## config.mk

```make
export PLATFORM = sky130hd
export DESIGN_NAME = varlen_shift_reg
export DESIGN_NICKNAME = d
export VERILOG_FILES = /design/src/rtl/shreg_pkg.sv /design/src/rtl/shreg_ctrl.sv /design/src/rtl/shreg_path.sv /design/src/rtl/varlen_shift_reg.sv
export SDC_FILE = /design/constraint.sdc
export NUM_CORES = 1
export LEC_CHECK = 0
export ABC_AREA = 1
export BUFFER_PORTS_ARGS = -buffer_cell sky130_fd_sc_hd__buf_2
export CAP_MARGIN = 5
export CORE_UTILIZATION = 55
export CTS_CLUSTER_DIAMETER = 200
export DETAILED_ROUTE_END_ITERATION = 12
export PLACE_DENSITY_LB_ADDON = 0.3
export SYNTH_ARGS = -nofsm -noshare
export SYNTH_HDL_FRONTEND = slang
export SYNTH_SLANG_ARGS = --single-unit
```

## constraint.sdc

```tcl
create_clock -name clk -period 2.1 [get_ports clk]
set_input_delay 0.42 -clock clk [delete_from_list [all_inputs] [get_ports clk]]
set_output_delay 0.42 -clock clk [all_outputs]
set_load 0.005 [all_outputs]
```

## src/rtl/shreg_pkg.sv

```systemverilog
`timescale 1ns/1ps
package shreg_pkg;

  // Strobe bundle from control to datapath: one step request plus the bit to load.
  typedef struct packed {
    logic shiftEn;
    logic dataBit;
  } shiftStrobe_t;

endpackage

```

## src/rtl/shreg_ctrl.sv

```systemverilog
`timescale 1ns/1ps
module shreg_ctrl
  import shreg_pkg::*;
#(
  parameter int SYNC_STAGES = 2
) (
  input  logic         clk,
  input  logic         clear,
  input  logic         shClkA,
  input  logic         shClkB,
  input  logic         srcSelA,
  input  logic         dinA,
  input  logic         dinB,
  output shiftStrobe_t strobe
);

  localparam int TOP = SYNC_STAGES - 1;

  logic [TOP:0] chainA;
  logic [TOP:0] chainB;
  logic         syncA;
  logic         syncB;
  logic         prevA;
  logic         prevB;
  logic         riseEvt;
  logic         fallEvt;

  // Synchroniser chains, one per shift-clock input.
  generate
    if (SYNC_STAGES > 1) begin : gMulti
      always_ff @(posedge clk or posedge clear) begin
        if (clear) begin
          chainA <= '0;
          chainB <= '0;
        end else begin
          chainA <= {chainA[TOP-1:0], shClkA};
          chainB <= {chainB[TOP-1:0], shClkB};
        end
      end
    end else begin : gSingle
      always_ff @(posedge clk or posedge clear) begin
        if (clear) begin
          chainA <= '0;
          chainB <= '0;
        end else begin
          chainA <= shClkA;
          chainB <= shClkB;
        end
      end
    end
  endgenerate

  assign syncA = chainA[TOP];
  assign syncB = chainB[TOP];

  // Previous synchronised levels, used for edge detection.
  always_ff @(posedge clk or posedge clear) begin
    if (clear) begin
      prevA <= 1'b0;
      prevB <= 1'b0;
    end else begin
      prevA <= syncA;
      prevB <= syncB;
    end
  end

  assign riseEvt = syncA & ~prevA & ~syncB;
  assign fallEvt = ~syncB & prevB & syncA;

  always_comb begin
    strobe.shiftEn = riseEvt | fallEvt;
    strobe.dataBit = srcSelA ? dinA : dinB;
  end

  AST_NO_STEP_BOTH_HIGH: assert property (@(posedge clk) disable iff (clear)
    (syncA && syncB) |-> !strobe.shiftEn);

  AST_NO_STEP_BOTH_LOW: assert property (@(posedge clk) disable iff (clear)
    (!syncA && !syncB) |-> !strobe.shiftEn);

  AST_STEP_NEEDS_CHANGE: assert property (@(posedge clk) disable iff (clear)
    strobe.shiftEn |-> !$stable({syncA, syncB}));

endmodule

```

## src/rtl/shreg_path.sv

```systemverilog
`timescale 1ns/1ps
module shreg_path
  import shreg_pkg::*;
#(
  parameter int LEN_W = 6
) (
  input  logic             clk,
  input  logic             clear,
  input  shiftStrobe_t     strobe,
  input  logic [LEN_W-1:0] lenSel,
  output logic             qOut,
  output logic             qOutN
);

  localparam int DEPTH = 1 << LEN_W;

  logic [DEPTH-1:0] stageReg;

  // Head stage loads the selected serial bit.
  always_ff @(posedge clk or posedge clear) begin
    if (clear)               stageReg[0] <= 1'b0;
    else if (strobe.shiftEn) stageReg[0] <= strobe.dataBit;
  end

  // Remaining stages each take their predecessor.
  generate
    for (genvar i = 1; i < DEPTH; i++) begin : gStage
      always_ff @(posedge clk or posedge clear) begin
        if (clear)               stageReg[i] <= 1'b0;
        else if (strobe.shiftEn) stageReg[i] <= stageReg[i-1];
      end
    end
  endgenerate

  // Output tap follows the length word combinationally.
  assign qOut  = stageReg[lenSel];
  assign qOutN = ~qOut;

  AST_HOLD_IDLE: assert property (@(posedge clk) disable iff (clear)
    !strobe.shiftEn |=> $stable(stageReg));

  AST_HEAD_LOAD: assert property (@(posedge clk) disable iff (clear)
    strobe.shiftEn |=> stageReg[0] == $past(strobe.dataBit));

  AST_MOVE_ONE: assert property (@(posedge clk) disable iff (clear)
    strobe.shiftEn |=> stageReg[DEPTH-1:1] == $past(stageReg[DEPTH-2:0]));

  AST_CLEAR_OUT: assert property (@(posedge clk)
    clear |-> (!qOut && qOutN));

endmodule

```

## src/rtl/varlen_shift_reg.sv

```systemverilog
`timescale 1ns/1ps
module varlen_shift_reg
  import shreg_pkg::*;
#(
  parameter int LEN_W       = 6,
  parameter int SYNC_STAGES = 2
) (
  input  logic             clk,
  input  logic             clear,
  input  logic [LEN_W-1:0] lenSel,
  input  logic             srcSelA,
  input  logic             dinA,
  input  logic             dinB,
  input  logic             shClkA,
  input  logic             shClkB,
  output logic             qOut,
  output logic             qOutN
);

  shiftStrobe_t strobe;

  shreg_ctrl #(.SYNC_STAGES(SYNC_STAGES)) uCtrl (
    .clk     (clk),
    .clear   (clear),
    .shClkA  (shClkA),
    .shClkB  (shClkB),
    .srcSelA (srcSelA),
    .dinA    (dinA),
    .dinB    (dinB),
    .strobe  (strobe)
  );

  shreg_path #(.LEN_W(LEN_W)) uPath (
    .clk    (clk),
    .clear  (clear),
    .strobe (strobe),
    .lenSel (lenSel),
    .qOut   (qOut),
    .qOutN  (qOutN)
  );

endmodule

```

==> flow_metrics.tcl <==
set metrics [dict create \
    first_pass_iters 5 \
    die_h_um 79.2 \
    hold_violations 0 \
    area_delta_synth_final_pct 9.46 \
    crit_path_start_kind "primary input" \
    clockBufferDepth 2 \
    synth_largest_area_cell "dfrtp_1" \
    yosysWarnings 0 \
    place_ws_ps 97.8 \
    cts_buffers 9 \
    wl_um 6690 \
    dp.cells 504 \
    layoutNonFillerInstCount 522 \
    grt_pass1_wl_um 11200 \
    insertion_delay_ps 350 \
    track_usage_pct 23.4 \
    yosys-top-cells-area "dfrtp_1 (53%), nand2_1 (30%), nand3_1 (8.2%), buf_6 (1.7%), buf_2 (1.5%)" \
    path_cells "buf_6 > buf_12 > nand2_1 > nand3_1 > nand3_1 > nand2_1 > nand2_1 > nand3_1 > nand3_1 > nand2_2 > inv_2 > buf_2" \
    dp_hpwl_um 4070 \
    fin_skew_ps 6.94 \
    n_antenna_cell 0 \
    yosysSeqAreaShare_pct 53.4 \
    powerDensity_nw_per_um2 759 \
    status "finished, final reports clean" \
    synth.top_cells.by_count "nand2_1 (263), dfrtp_1 (70), nand3_1 (54)" \
    synth_cell_types 16 \
    rsz0062_at_grt "false" \
    cpPeakStageDelay_ps 160 \
    die_w_um 79.2 \
    seq_area_sq_um 1750 \
    port_buffers 14 \
    nets 458 \
    ys_ff_latch 70 \
    timing.fmax_ghz 0.518 \
    fillers 496 \
    initialDrtViolationCount 215 \
    synth_cells 435 \
    place_congestion 0.763 \
    rows 27 \
    async_flop_share_pct 100 \
    reg2reg_setup_slack_ps 650 \
    slew_viol_final 0 \
    critPathBufInv 4 \
    setup_ws_ps 171 \
    wire_per_inst_um 12.8 \
    cts_num_sinks 70 \
    htree_levels 3 \
    critical_path.most_common_cell "nand3_1" \
    endpoint_kind "primary output" \
    path_delay_family "simple AND/OR/NAND/NOR gates" \
    crit_type "in -> out" \
    start_util_pct 58.1 \
    utilization_pct 63.6 \
    drt.antenna.violating_nets 0 \
    p_leak_nw 1.95 \
    routed_via_density 5.16 \
    drive_gt1_share_pct 10.4 \
    synth_most_common_cell "nand2_1" \
    grt-ovfl-total 0 \
    irDropWorstVdd_mv 0.506 \
    synth_nets 448 \
    path_clk_slew_ps 80 \
    cts_tree "done" \
    vias 2692 \
    tightest_slew_ps 604 \
    grt_pass1_vias 2431 \
    period_minus_slack_ps 1930 \
    grt_max_degree 64 \
    max_slew_margin_pct 59.7 \
    drc 0 \
    core_sq_um 5640 \
    synth_edf_count 0 \
    netlist_area_sq_um 3280 \
    antenna_found_initial 0 \
    die_area_sq_um 6280 \
    slowest_stage "buf_6" \
    finalSetupViolations 0 \
    multi_input_area_sq_um 1310 \
    synthFlopType "dfrtp_1" \
    post-route-period-util_pct 91.9 \
    tns_ps 0 \
    drv_cap 0 \
    cts_setup_buffers 0 \
    arrival_ps 1510 \
    hold_path_class "in -> async" \
    crit_required_ps 1680 \
    syn_area_per_cell_sq_um 7.54 \
    crit_fanout 15 \
    num_io_pins 15 \
    yosys.area.top_type_share_pct 53.4 \
    cts_root_buf "clkbuf_8" \
]
-- final cells by class --
class,instances,area share (%)
Clock buffer,10,3.83
Clock inverter,6,1.05
Inverter,14,1.99
Multi-Input combinational cell,326,36.4
Sequential cell,70,48.8
Tap cell,72,2.51
Timing Repair Buffer,23,5.19
Timing Repair inverter,1,0.244
-- cell families after synthesis --
kind of cell,count (synthesis),synth area share (%)
AND/OR/NAND/NOR,319,38.6
AO/OA/AOI/OAI,7,1.14
flip-flops,70,53.4
buffers and inverters,39,6.79
-- tightest hold or removal path, delay by kind of cell --
family   cells  cell delay (ps)
buf+inv      3              480
-- routing by layer --
metal  share of wire [%]  global-route usage (%)
met1                  48                    31.6
met2                  46                    35.2
met3                 4.6                    6.67
met4                 1.4                    10.2
met5                   0                       0
-- final timing paths --
check,to,start,cells past startpoint
max in group asynchronous,uPath.stageReg[39],clear,3
min in group clk,uCtrl.chainA[0],shClkA,1
setup / recovery,qOutN,lenSel[0],12
hold reg to reg,uCtrl.chainA[1],uCtrl.chainA[0],0
setup reg to reg,uPath.stageReg[5],uCtrl.chainB[1],5
hold / removal,uPath.stageReg[63],clear,3
-- state kept, by name, summed over array words and instances, names as in the netlist --
signal          count
uCtrl.prevA         1
uCtrl.prevB         1
uPath.stageReg     64
uCtrl.chainB        2
uCtrl.chainA        2
-- per-stage QoR --
stage / total power, mW / area (sq um) / hold WS [ps]
after CTS: 2.73 / 3540 / 154
after global routing: 2.86 / 3590 / 157
after detailed placement: 1.77 / 3370 / 340
after global placement: 1.76 / 3370 / 333
after floorplan: 1.69 / 3280 / 331
final: 2.72 / 3590 / 146
-- timing repair --
item                                    4_1_cts  5_1_grt
endpoints found under the setup margin        0        2
gates resized for setup                       0        5
hold endpoints to repair                      0        0
hold buffers                                  0        0
-- cells in the final DEF, fill, tap and decap left out --
| master | count |
|---|---|
| inv_1 | 9 |
| clkbuf_16 | 1 |
| nand2_2 | 1 |
| dfrtp_1 | 70 |
| buf_6 | 1 |
| clkbuf_8 | 10 |
| nor2_1 | 1 |
| o21a_2 | 1 |
| inv_2 | 2 |
| clkinvlp_4 | 4 |
| inv_4 | 1 |
| nand2_1 | 263 |
| buf_2 | 13 |
| inv_6 | 1 |
| clkinv_2 | 3 |
| buf_4 | 6 |
| o21ai_0 | 6 |
| buf_12 | 2 |
| clkinv_8 | 1 |
| nand3_1 | 54 |
-- report_power, final --
part	total (mW)	leakage (nW)	switching, mW	internal (mW)
Combinational	0.277	0.912	0.179	0.0983
Clock	0.975	0.0841	0.521	0.453
Sequential	1.47	0.955	0.0561	1.42
(Power assumes the default switching activity.)
